$ cat src/rtl/clk_mode_sel.sv
module clk_mode_sel #(
  parameter int MODE_W = 3
) (
  input  logic              clk,
  input  logic              rst_n,
  input  logic              cfg_wr,
  input  logic [MODE_W-1:0] cfg_mode,
  input  logic              cfg_dir,
  input  logic              cfg_src,
  input  logic              chan_idle,
  input  logic              txclk_pin_in,
  input  logic              rxclk_pin_in,
  input  logic              brg_clk,
  input  logic              dpll_clk,
  input  logic              osc_clk,
  input  logic              tslot_win,
  output logic              tx_clk,
  output logic              rx_clk,
  output logic              tx_strobe,
  output logic              txclk_pin_out,
  output logic              txclk_pin_oe,
  output logic              brg_from_osc
);

  localparam int CFG_W = MODE_W + 2;

  logic [CFG_W-1:0]  pend_q, act_q;
  logic              pend_vld_q;
  logic [MODE_W-1:0] mode_q;
  logic              dir_q, src_q;

  assign {mode_q, dir_q, src_q} = act_q;

  always_ff @(posedge clk or negedge rst_n) begin
    if (!rst_n) begin
      pend_q     <= '0;
      pend_vld_q <= 1'b0;
      act_q      <= '0;
    end else begin
      if (cfg_wr) begin
        pend_q     <= {cfg_mode, cfg_dir, cfg_src};
        pend_vld_q <= 1'b1;
      end else if (pend_vld_q && chan_idle) begin
        pend_vld_q <= 1'b0;
      end
      if (pend_vld_q && chan_idle && !cfg_wr)
        act_q <= pend_q;
    end
  end

  logic pin_sel, pin_val;

  always_comb begin
    tx_clk  = rxclk_pin_in;
    pin_sel = 1'b0;
    pin_val = 1'b0;
    if (!dir_q && !src_q) begin
      case (mode_q)
        3'd0, 3'd2, 3'd6: tx_clk = txclk_pin_in;
        default:          tx_clk = rxclk_pin_in;
      endcase
    end else if (dir_q && src_q) begin
      if (mode_q == 3'd2 || mode_q == 3'd6) begin
        tx_clk  = brg_clk;
        pin_sel = 1'b1;
        pin_val = brg_clk;
      end
    end else if (dir_q) begin
      case (mode_q)
        3'd3, 3'd7: begin tx_clk = dpll_clk; pin_sel = 1'b1; pin_val = dpll_clk; end
        3'd4:       begin tx_clk = osc_clk;  pin_sel = 1'b1; pin_val = osc_clk;  end
        3'd5:       begin pin_sel = 1'b1; pin_val = tslot_win; end
        default:    pin_sel = 1'b0;
      endcase
    end
  end

  always_comb begin
    case (mode_q)
      3'd2, 3'd6: rx_clk = brg_clk;
      3'd3, 3'd7: rx_clk = dpll_clk;
      3'd4:       rx_clk = osc_clk;
      default:    rx_clk = rxclk_pin_in;
    endcase
  end

  assign tx_strobe     = (mode_q == 3'd1) && !dir_q && !src_q && txclk_pin_in;
  assign txclk_pin_oe  = dir_q;
  assign txclk_pin_out = dir_q && pin_sel && pin_val;
  assign brg_from_osc  = (mode_q == 3'd4) || (mode_q == 3'd6) || (mode_q == 3'd7);

  assert_idle_apply_R2: assert property (@(posedge clk) disable iff (!rst_n)
    !$stable(act_q) |-> $past(chan_idle));

  assert_pin_quiet_R3: assert property (@(posedge clk) disable iff (!rst_n)
    !txclk_pin_oe |-> (txclk_pin_out == 1'b0));

  assert_strobe_mode_R4: assert property (@(posedge clk) disable iff (!rst_n)
    tx_strobe |-> (mode_q == 3'd1 && !txclk_pin_oe && txclk_pin_in));

  assert_rx_pin_mode0_R7: assert property (@(posedge clk) disable iff (!rst_n)
    (mode_q == 3'd0) |-> (rx_clk == rxclk_pin_in));

  assert_osc_src_R8: assert property (@(posedge clk) disable iff (!rst_n)
    brg_from_osc |-> (mode_q[2] && (mode_q != 3'd5)));

endmodule

$ cat config.mk
export PLATFORM = sky130hd
export DESIGN_NAME = clk_mode_sel
export DESIGN_NICKNAME = d
export VERILOG_FILES = /design/src/rtl/clk_mode_sel.sv
export SDC_FILE = /design/constraint.sdc
export NUM_CORES = 1
export LEC_CHECK = 0
export ABC_CLOCK_PERIOD_IN_PS = 3650
export BUFFER_PORTS_ARGS = -buffer_cell sky130_fd_sc_hd__buf_2
export CORE_MARGIN = 3
export CORE_UTILIZATION = 50
export DETAILED_ROUTE_END_ITERATION = 8
export PLACE_DENSITY_LB_ADDON = 0.08
export SKIP_CTS_REPAIR_TIMING = 1
export SLEW_MARGIN = 40
export SYNTH_ARGS = -nofsm -noshare
export SYNTH_HDL_FRONTEND = slang
export SYNTH_SLANG_ARGS = --single-unit
$ cat constraint.sdc
create_clock -name clk -period 3.65 [get_ports clk]
set_clock_uncertainty 0.1 [all_clocks]
set_input_delay 0.1825 -clock clk [delete_from_list [all_inputs] [get_ports clk]]
set_output_delay 0.1825 -clock clk [all_outputs]
set_load 0.05 [all_outputs]
# Word-level counts from Yosys, hierarchy flattened
# Index checks and enable logic that the tools add are counted.
# classes
n_eq_ne	7
n_mux	19
reduce_logical	21
# op_table
operator	n
1-bit 2-to-1 mux	16
3-bit equality test, second input constant	4
1-bit logical AND	9
3-bit by 2-bit equality test with 1-bit output, second input constant	2
1-bit case mux with 3 select lines	2
2-bit OR reduction	2
4-bit OR reduction	1
3-bit by 1-bit equality test with 1-bit output, second input constant	1
1-bit logical NOT	3
3-bit logical NOT	1
1-bit logical OR	3
3-bit OR reduction	1
1-bit case mux with 2 select lines	1
2-bit nonzero test	1
# totals
register_bits	11
output_inout_bits	6
wordCells	50

# Depth between registers and ports, before layout
# Gate-level depths: netlist (run 1).
# logic_depth
ltp_word	8
ltp_mapped	5
mapped_depth_nobuf	4

# Worst setup path after synthesis (run 1)
# OpenSTA, ideal clock, no wires.
# synth_path
path_type	flip-flop to output port
from	reg act_q[1]
to	out tx_strobe
t_arrival_ps	2184
required_time_ps	3367
setup_slack_ps	1184
path_stages_with_launch	2
path_cell_list	dfrtp_1 -> nor4_1
# synth_between
elab_chain_cells	4
# synth_rtl
element	line_no	source
start: declaration	27	logic [CFG_W-1:0] pend_q, act_q;
start signal: assignment	47	act_q <= pend_q;
1-bit logical NOT	87	assign tx_strobe = (mode_q == 3'd1) && !dir_q && !src_q && txclk_pin_in;
1-bit logical AND (3 in series)	87	
end: declaration	19	output logic tx_strobe,
# No other way between the ends.

# Worst setup path after layout (run 1)
# layout_path
from	reg act_q[2]
to	out tx_clk
# layout_between
elab_chain_cells	6
elab_cells_between_ends	15
classes_between	5 x eq/ne; 6 x mux; 4 x reduce/logical
# layout_rtl
element	line_no	source
3-bit equality test or 3-bit by 2-bit equality test with 1-bit output (tied branches)	69	case (mode_q)
2-bit OR reduction	69	
1-bit case mux with 2 select lines	69	
1-bit 2-to-1 mux	68	end else if (dir_q) begin
1-bit 2-to-1 mux	62	end else if (dir_q && src_q) begin
1-bit 2-to-1 mux (*)	57	if (!dir_q && !src_q) begin
end: declaration	17	output logic tx_clk,
# Every way passes the cells marked *; elsewhere a longest branch is shown, timed or not.

==> results.md, run 1 <==
* Run status: complete, no violations
* Top library cells by usage in the layout, fill and taps aside: buf_2, dfrtp_1, mux2_2, nand2_1
* CP max-delay cell: dfrtp_1
* Worst hold path depth at 2
* Cell count of the worst reg-to-reg path at 2
* Total setup violations reported at the end of the flow at 0
* Setup slack at placement at 1930 ps
* Endpoint class of the critical path: output port
* Library cell occupying the most area in the post-synthesis netlist: dfrtp_1
* Number of diodes at 0
* Worst supply voltage drop on vdd at 0.294 mV
* Crit path max fanout at 12
* Max-cap viol count at 0
* Drt drc at 0
* Top cell type's share of synthesized area at 42.5%
* Count of buffer and inverter cells on the critical path at 1
* H-tree levels at 1
* Average footprint of a synthesized cell at 11.2 µm²
* Worst setup margin at 1640 ps
* Ordered cell list for the critical path: nor3_2 -> mux2_4 -> o22a_1 -> buf_2
* Largest cells by area after synthesis: dfrtp_1, mux2_2, mux2i_1
* Static leakage at 0.000370 µW
* Wire length of the first global-routing pass at 1840 µm
* Category of cells accounting for the largest share of critical-path delay: flip-flops
* Starting Density at 56.1%
* Count of placed standard cells in the final layout, fillers left out at 93
* Synthesized netlist net count at 73
* HPWL Detailed at 920 µm
* Maximum achievable frequency at 498 MHz
* Crit share post-route at 55.0%
* Power density over the cells at 544 nW/µm²
* Area of the core region at 1160 µm²
* Synthesized area at 648 µm²
* Instance count of the mapped netlist at 58
* Slew Limit Headroom at 76.4%
* Clock sink count at 11
* Setup repair after global routing missed its margin: no
* Multi-input combinational cell area at 337 µm²
* Cell row count at 12
* Post-placement cell area at 737 µm²
* Die extent in x at 42.0 µm
* Post-route minimum period at 2010 ps
* Largest net degree at the start of global routing at 13
* Cells after DPL at 88
* Length of the first detailed-routing pass in iterations at 4
* Worst Hold Class: primary input to register
* Worst Path Class, Setup: register to output port
* Via count of the first global-routing pass at 427
* Critical Path Stages at 4
* Launching element type of the critical path: register
* Sequential cell area at 275 µm²
* Warning count from the yosys run at 0
* Top-level port count at 21
* Least-Margin Pin Slew at 353 ps
* Accumulated negative setup slack at 0 ps
* Residual overflow from global routing at 0
* Synth Register Bits at 11
* Layout cells sized above 1 at 46.8%
* Maximum clock path buffer count at 2
* Count of final max-slew check failures at 0
* Final core utilization at 66.9%
* Crit path arrival time at 1730 ps
* Via-to-Cell Ratio at 5.24
* NumNets Final at 95
* Number of buffers inserted during clock tree synthesis at 3
* Die area at 1760 µm²
* Clock insertion delay at the later pin of the skew report at 260 ps
* Number of distinct library cells after synthesis at 26
* Root Buffer: clkbuf_4
* Number of hold violations in the final report at 0
* Crit path required time at 3370 ps
* GRT Overall Usage at 13.3%
* Number of antenna violations at the first check in global routing at 0
* Biggest cell delay along the critical path at 500 ps
* Final RePlAce weighted congestion at 0.755
* Overall die height at 42.0 µm
* Final design area excluding fillers at 773 µm²
* Wirelength, routed at 1120 µm
* Detailed Route Iter0 Violations at 7
* Share of synthesized area occupied by flip-flops and latches at 42.5%
* Via Count at 487
* Synthesis-to-finish area growth at 19.3%
* Number of filler cells placed in the layout at 100
* TritonCTS clock tree: built
* Most common library cell in the layout ignoring fill and taps: buf_2
* CTS clock-pin slew for the worst setup and hold paths at 60 ps
* Average wire per cell in the routed design at 12.0 µm
* Port Buffers at 20
* Post-route ant nets at 0
[cell usage after synthesis]
master    count
a21o_1        1
a21oi_1       1
a22oi_1       1
a31oi_1       1
and2_1        1
buf_2         2
buf_4         1
buf_6         1
dfrtp_1      11
inv_1         2
mux2_2       10
mux2_4        1
mux2i_1       3
nand2_1       5
nand2b_1      3
nand3b_1      2
nor2b_1       1
nor2b_4       1
nor3_2        1
nor3b_1       1
nor3b_2       1
nor4_1        1
o21ai_0       3
o22a_1        1
o22ai_1       1
or2b_1        1
[flip-flops by register name, summed over array words and instances (netlist names)]
name,cells
act_q,5
pend_q,5
pend_vld_q,1
[power breakdown]
| group | internal (µW) | total [µW] | switching [µW] | leakage (µW) |
|---|---|---|---|---|
| logic | 71.3 | 167 | 96.2 | 0.000227 |
| registers | 141 | 175 | 33.6 | 0.000128 |
| clock network | 42.2 | 78.1 | 35.9 | 0.0000150 |
[final timing paths]
kind	start	endpoint	slack, ps
min in group asynchronous	rst_n	act_q[2]	220
min reg2reg	pend_vld_q	pend_vld_q	400
max	act_q[2]	tx_clk	1640
max in group asynchronous	rst_n	act_q[0]	3040
max reg2reg	pend_vld_q	act_q[1]	2460
min	cfg_dir	pend_q[1]	50
[metal layers]
metal,vias to the layer above,wire (µm),track usage (%)
li1,245,-,-
met1,224,522,16.9
met2,18,511,21.9
met3,0,84,3.43
met4,0,0,3.85
met5,-,0,0
[per-stage QoR]
step / total power, µW / hold slack (ps)
final: 421 / 54.0
after global placement: 344 / -39.4
after detailed placement: 346 / -39.9
after floorplan: 317 / -213
after CTS: 425 / -320
after global routing: 450 / 39.5
[worst reg2reg max path: cells and delay by family, from the launching register on]
family,cells,cell delay (ps)
AND/OR/NAND/NOR,1,220
multiplexers,1,370
flip-flops,1,380
[logic make-up (layout without fill, tap and decap cells)]
family,Yosys count,in the layout,synth area share [%]
muxes,14,14,24.3
and+or+nand+nor,18,18,18.9
DFF,11,11,42.5
AOI/OAI and AO/OA,9,9,8.69
buffers and inverters,6,27,5.60
[final cells by class]
type | instances | area share (%)
multi-input combinational | 41 | 43.5
sequential | 11 | 35.6
timing repair buffer | 21 | 14.2
clock buffer | 4 | 3.40
tap | 14 | 2.27
inverter | 2 | 0.971
(Power assumes the default switching activity.)
==> inputs of run 2 (changes only) <==
- ABC_AREA: not set -> 1
- ABC_CLOCK_PERIOD_IN_PS: 3650 -> 1650
- CORE_UTILIZATION: 50 -> 41
- clock period: 3.65 -> 1.65 ns (I/O delays scaled with it)
==> run 2 against run 1 <==
Effect of this change: final cell count up 33%; count of clock-buffer cells in the layout unchanged; cell area rose by 7.0%; critical path depth increased by 4; first-iteration DRC count fell by 14%; routed wire length rose by 15%; largest power group unchanged; largest cell class is now sequential cells; clock power is 130% higher; combinational power is 96% higher; synthesized area is 11% lower; sequential power grew 98%; non-clock buffer count increased by 8.
==> results.md, run 2 <==
* Biggest registers after layout: act_q: 5 flops, pend_q: 5 flops, pend_vld_q: 1 flops
* Switching power total at 339 µW (+100%)
* Synth Register Bits at 11 (unchanged)
* Count of final max-slew check failures at 0 (unchanged)
* Cells after DPL at 111 (+26%)
* Worst Hold Class: primary input to register
* Library cell appearing most often on the critical path: nand2_1
* Crit path arrival time at 1410 ps (-320 ps)
* Share of synthesized area occupied by flip-flops and latches at 47.5% (+5.0 points)
* Top-level port count at 21 (unchanged)
* Via count of the first global-routing pass at 512 (+20%)
* Post-route ant nets at 0 (unchanged)
* Endpoint class of the critical path: output port
* Number of antenna violations at the first check in global routing at 0 (unchanged)
* CP max-delay cell: dfrtp_2
* Clock sink count at 11 (unchanged)
* H-tree levels at 1 (unchanged)
* Port Buffers at 20 (unchanged)
* Residual overflow from global routing at 0 (unchanged)
* Top_reg_cell synth: dfrtp_1
* Post-synthesis async set-or-reset flop share at 100% (unchanged)
* Post-placement cell area at 697 µm² (-5.4%)
* Starting Density at 47.6% (-8.4 points)
* Largest cells by area after synthesis: dfrtp_1, nand2_1, o21ai_0
* Setup slack at placement at 233 ps (-1690 ps)
* Critical register-to-register path startpoint: pend_vld_q
* Worst Path Class, Setup: register to output port
* Instance count of the mapped netlist at 78 (+34%)
* Biggest cell delay along the critical path at 450 ps (-50 ps)
* GRT Overall Usage at 14.0% (+0.74 points)
* Pint at 513 µW (+100%)
* Length of the first detailed-routing pass in iterations at 3 (-1)
* Slew Limit Headroom at 79.6% (+3.2 points)
* Drt drc at 0 (unchanged)
* Post-route minimum period at 1590 ps
* Number of distinct library cells after synthesis at 15 (-42%)
* Crit path required time at 1470 ps (-1900 ps)
* Overall die height at 43.6 µm (+3.8%)
* Worst setup margin at 61.6 ps (-1580 ps)
* Maximum achievable frequency at 630 MHz
* Synthesis-to-finish area growth at 42.8%
* Total setup violations reported at the end of the flow at 0 (unchanged)
* Hold_ws at 44.8 ps (-9.22 ps)
* Detailed Route Iter0 Violations at 6 (-1)
* Worst hold path depth at 2 (unchanged)
* Proportion of power drawn by flip-flops and latches at 40.6% (-1.0 points)
* Top cell type's share of synthesized area at 47.5% (+5.0 points)
* Number of diodes at 0 (unchanged)
* Hold Crit Endpoint: pend_q[0]
* HPWL Detailed at 883 µm (-4.0%)
* Via-to-Cell Ratio at 4.63 (-12%)
* Power density over the cells at 1030 nW/µm² (+89%)
* NumNets Final at 126 (+33%)
* Maximum clock path buffer count at 2 (unchanged)
* Setup repair after global routing missed its margin: yes
* Cell count of the worst reg-to-reg path at 3 (+1)
* Library cell occupying the most area in the post-synthesis netlist: dfrtp_1
* Warning count from the yosys run at 0 (unchanged)
* Share of total power in combinational logic at 38.3% (-1.5 points)
* Hold path start: cfg_wr
* Worst supply voltage drop on vdd at 0.819 mV (+180%)
* TritonCTS clock tree: built
* Category of cells accounting for the largest share of critical-path delay: simple AND/OR/NAND/NOR gates
* Die area at 1900 µm² (+7.7%)
* Static leakage at 0.000431 µW (+16%)
* FF-to-FF setup slack at 630 ps (-1830 ps)
* Via Count at 574 (+18%)
* Synthesized area at 579 µm² (-11%)
* Number of buffers inserted during clock tree synthesis at 3 (unchanged)
* Cell row count at 12 (unchanged)
* Largest net degree at the start of global routing at 12 (-1)
* Worst r2r dst: act_q[0]
* Crit path max fanout at 7 (-5)
* Wire length of the first global-routing pass at 2050 µm (+11%)
* Switching share of total power at 39.8% (+0.37 points)
* Launching element type of the critical path: register
* Final design area excluding fillers at 827 µm² (+7.0%)
* Average wire per cell in the routed design at 10.4 µm (-13%)
* Least-Margin Pin Slew at 305 ps (-48.8 ps)
* Clock insertion delay at the later pin of the skew report at 260 ps (about the same)
* Final RePlAce weighted congestion at 0.897 (+19%)
* Root Buffer: clkbuf_4
* Die extent in x at 43.6 µm (+3.8%)
* Dominant cell by count in the synthesized netlist: nand2_1
* Top library cells by usage in the layout, fill and taps aside: nand2_1, buf_2, o21ai_0, inv_1, dfrtp_1
* Wirelength, routed at 1290 µm (+15%)
* Area of the core region at 1220 µm² (+5.2%)
* Count of placed standard cells in the final layout, fillers left out at 124 (+33%)
* Layout cells sized above 1 at 31.8% (-15 points)
* Number of synthesized flops with an enable pin at 0 (unchanged)
* Synthesized netlist net count at 93 (+27%)
* Most common library cell in the layout ignoring fill and taps: nand2_1
* Top cells by instance count after synthesis: nand2_1, o21ai_0, dfrtp_1
* Run status: complete, no violations
* Max-cap viol count at 0 (unchanged)
* Number of hold violations in the final report at 0 (unchanged)
* Share of total power in the clock network at 21.1% (+2.5 points)
* Crit share post-route at 96.3%
* Average footprint of a synthesized cell at 7.43 µm² (-34%)
* CTS clock-pin slew for the worst setup and hold paths at 70 ps (about the same)
* Count of buffer and inverter cells on the critical path at 1 (unchanged)
* Ordered cell list for the critical path: nor2_1 -> nand3_1 -> nand2_1 -> nand2_1 -> nand3_1 -> nand2_1 -> nand2_1 -> buf_6
-- run 2: worst max path at each step --
stage	startpoint	end	slack, ps	cells past startpoint
6_report	act_q[3]	tx_clk	60	8
5_1_grt	act_q[3]	tx_clk	-70	8
4_1_cts	act_q[2]	tx_clk	-50	6
3_5_place_dp	act_q[2]	tx_clk	230	6
3_3_place_gp	act_q[2]	tx_clk	250	6
2_1_floorplan	act_q[1]	tx_clk	20	5
-- run 2: area by class of cell --
class                           count  area, µm²
Clock buffer                        4       26.3
Fill cell                         111        389
Inverter                           12       45.0
Multi-Input combinational cell     54        264
Sequential cell                    11        278
Tap cell                           14       17.5
Timing Repair Buffer               29        196
-- run 2: logic make-up after synthesis --
family / count (synthesis) / share of synthesized area (%)
AO/OA/AOI/OAI: 18 / 17.1
AND/OR/NAND/NOR: 36 / 27.0
buffers and inverters: 13 / 8.42
flip-flops: 11 / 47.5
-- run 2: power groups by stage --
stage / sequential, µW / clock (µW) / combinational, µW
6_report: 346 / 180 / 327
5_1_grt: 354 / 197 / 361
3_5_place_dp: 347 / 0 / 284
3_3_place_gp: 346 / 0 / 283
2_1_floorplan: 355 / 0 / 202
4_1_cts: 342 / 180 / 285
-- run 2: metrics by stage --
| stage | setup TNS, ps | util, % | total power (µW) |
|---|---|---|---|
| 3_5_place_dp | 0 | 57.3 | 632 |
| 2_1_floorplan | 0 | - | 557 |
| 4_1_cts | -55.5 | 59.5 | 808 |
| 5_1_grt | -74.6 | 68.0 | 912 |
| 3_3_place_gp | 0 | 57.3 | 629 |
| 6_report | 0 | 68.0 | 852 |
-- run 2: routing by layer --
| layer | share of wire (%) | routed length, µm | vias up | GRT usage (%) |
|---|---|---|---|---|
| met3 | 5.4 | 70 | 2 | 3.32 |
| met2 | 48 | 619 | 16 | 20.3 |
| li1 | - | - | 313 | - |
| met1 | 46 | 595 | 243 | 18.9 |
| met5 | 0 | 0 | - | 0 |
| met4 | 0.39 | 5 | 0 | 7.83 |
==> inputs of run 3 (changes only) <==
- CTS_BUF_LIST: not set -> sky130_fd_sc_hd__clkbuf_8 sky130_fd_sc_hd__clkbuf_16
==> run 3 against run 2 <==
Effect of this change: the flow now finishes with violations (negative hold slack); sequential share of layout area down 0.051 points; worst setup slack better by 35 ps; critical endpoint unchanged; hold slack worse by 85 ps; clock power up 42%.
==> results.md, run 3 (same netlist as run 2, synthesis figures left out) <==
* Via-to-Cell Ratio at 4.75 (+2.7%)
* NumNets Final at 124 (-1.6%)
* Die extent in x at 43.6 µm (unchanged)
* Final RePlAce weighted congestion at 0.897 (unchanged)
* Static leakage at 0.000432 µW (+0.36%)
* Worst Hold Class: primary input to register
* Crit path arrival time at 1370 ps (-40 ps)
* Setup repair after global routing missed its margin: yes
* Wirelength, routed at 1270 µm (-1.5%)
* Port Buffers at 20 (unchanged)
* Hold_ws at -39.8 ps (-84.6 ps)
* Via Count at 580 (+1.0%)
* Maximum achievable frequency at 644 MHz (+2.3%)
* Critical Path Stages at 8 (unchanged)
* Library cell appearing most often on the critical path: nand2_1
* Count of final max-slew check failures at 0 (unchanged)
* Synthesis-to-finish area growth at 43.0%
* Top library cells by usage in the layout, fill and taps aside: nand2_1, buf_2, inv_1, o21ai_0, dfrtp_1
* Largest net degree at the start of global routing at 12 (unchanged)
* CTS clock-pin slew for the worst setup and hold paths at 50 ps (-20 ps)
* Switching power total at 344 µW (+1.6%)
* Clock sink count at 11 (unchanged)
* Least-Margin Pin Slew at 310 ps (+5.25 ps)
* Top-level port count at 21 (unchanged)
* Number of antenna violations at the first check in global routing at 0 (unchanged)
* Final core utilization at 68.1% (+0.10 points)
* Detailed Route Iter0 Violations at 6 (unchanged)
* Maximum clock path buffer count at 2 (unchanged)
* Clock insertion delay at the later pin of the skew report at 230 ps (-30 ps)
* H-tree levels at 1 (unchanged)
* Root Buffer: clkbuf_8
* Post-route minimum period at 1550 ps (-35.1 ps)
* Crit path required time at 1470 ps (about the same)
* Endpoint class of the critical path: output port
* Slew Limit Headroom at 79.3% (-0.35 points)
* CP max-delay cell: dfrtp_2
* Biggest registers after layout: act_q: 5 flops, pend_q: 5 flops, pend_vld_q: 1 flops
* Total setup violations reported at the end of the flow at 0 (unchanged)
* Category of cells accounting for the largest share of critical-path delay: simple AND/OR/NAND/NOR gates
* Proportion of power drawn by flip-flops and latches at 37.6% (-3.0 points)
* Cell count of the worst reg-to-reg path at 3 (unchanged)
* Number of diodes at 0 (unchanged)
* Crit share post-route at 94.1% (-2.1 points)
* HPWL Detailed at 883 µm (unchanged)
* Ordered cell list for the critical path: nor2_1 -> nand3_1 -> nand2_1 -> nand2_1 -> nand3_1 -> nand2_1 -> nand2_1 -> buf_6
* Biggest cell delay along the critical path at 450 ps (about the same)
* GRT Overall Usage at 14.5% (+0.51 points)
* Pint at 577 µW (+12%)
* Starting Density at 47.6% (unchanged)
* FF-to-FF setup slack at 560 ps (-70 ps)
* Overall die height at 43.6 µm (unchanged)
* Area of the core region at 1220 µm² (unchanged)
* Via count of the first global-routing pass at 521 (+1.8%)
* Power density over the cells at 1110 nW/µm² (+8.0%)
* Run status: finished with violations
* Share of total power in the clock network at 27.8% (+6.7 points)
* Share of total power in combinational logic at 34.6% (-3.7 points)
* Layout cells sized above 1 at 31.5% (-0.34 points)
* Wire length of the first global-routing pass at 2090 µm (+2.0%)
* Crit path max fanout at 7 (unchanged)
* Number of hold violations in the final report at 1 (+1)
* Max-cap viol count at 0 (unchanged)
* Last element of the critical path: tx_clk
* Worst Path Class, Setup: register to output port
* Worst supply voltage drop on vdd at 0.773 mV (-5.6%)
* Switching share of total power at 37.4% (-2.4 points)
* Length of the first detailed-routing pass in iterations at 3 (unchanged)
* Cell row count at 12 (unchanged)
* Average wire per cell in the routed design at 10.4 µm (+0.14%)
* Failing checks: negative hold slack
* Count of placed standard cells in the final layout, fillers left out at 122 (-1.6%)
* Most common library cell in the layout ignoring fill and taps: nand2_1
* Critical register-to-register path startpoint: pend_vld_q
* Cells after DPL at 111 (unchanged)
* Post-route ant nets at 0 (unchanged)
* Drt drc at 0 (unchanged)
* Count of buffer and inverter cells on the critical path at 1 (unchanged)
* CP Launch Point: act_q[3]
* Number of buffers inserted during clock tree synthesis at 3 (unchanged)
* Residual overflow from global routing at 0 (unchanged)
* Die area at 1900 µm² (unchanged)
* Worst r2r dst: act_q[4]
* TritonCTS clock tree: built
* Launching element type of the critical path: register
[run 3: cell types whose count changed in the layout (fill, tap and decap cells not counted), sizes merged]
cell | before | now
dlygate4sd3 | 7 | 6
clkbuf | 4 | 5
inv | 12 | 13
buf | 22 | 19
[run 3: metal layers]
| layer | GRT usage, % | routed length, µm | share of wire (%) |
|---|---|---|---|
| met5 | 0 | 0 | 0 |
| met2 | 20.6 | 629 | 49 |
| met3 | 3.32 | 72 | 5.7 |
| met1 | 19.4 | 564 | 44 |
| met4 | 9.64 | 5 | 0.39 |
[run 3: how the worst min path moves through the flow]
stage,start,endpoint,slack [ps],cells after the start
floorplan,rst_n,act_q[0],-310,0
finish,cfg_dir,pend_q[1],-40,3
CTS,rst_n,act_q[4],-380,1
global placement,rst_n,act_q[0],-140,1
global route,cfg_dir,pend_q[1],-7,3
detailed placement,rst_n,act_q[0],-140,1
[run 3: through the flow]
stage                     total power, µW  hold slack (ps)  setup WS [ps]  TNS [ps]  cell area (µm²)
after detailed placement              632             -136            233         0              697
after floorplan                       557             -313           19.3         0              583
after global placement                629             -140            249         0              697
final                                 921            -39.8           96.7         0              828
after global routing                  993            -6.55          -42.3     -42.3              828
after CTS                             889             -384          -18.3     -18.3              742
[run 3: power groups by stage]
stage	combinational, µW	sequential, µW	clock [µW]
final	319	347	256
after global routing	353	355	285
after CTS	286	344	260
after detailed placement	284	347	0
after global placement	283	346	0
after floorplan	202	355	0
[run 3: layout make-up]
class                           count  area, µm²
Fill cell                         112        388
Sequential cell                    11        278
Multi-Input combinational cell     54        264
Timing Repair Buffer               27        179
Inverter                           12       45.0
Clock buffer                        3       41.3
Tap cell                           14       17.5
Clock inverter                      1       3.75
[run 3: tightest hold or removal path: stages]
cell and delay (ps):
buf_2 70, nand2_1 40, o21ai_0 50
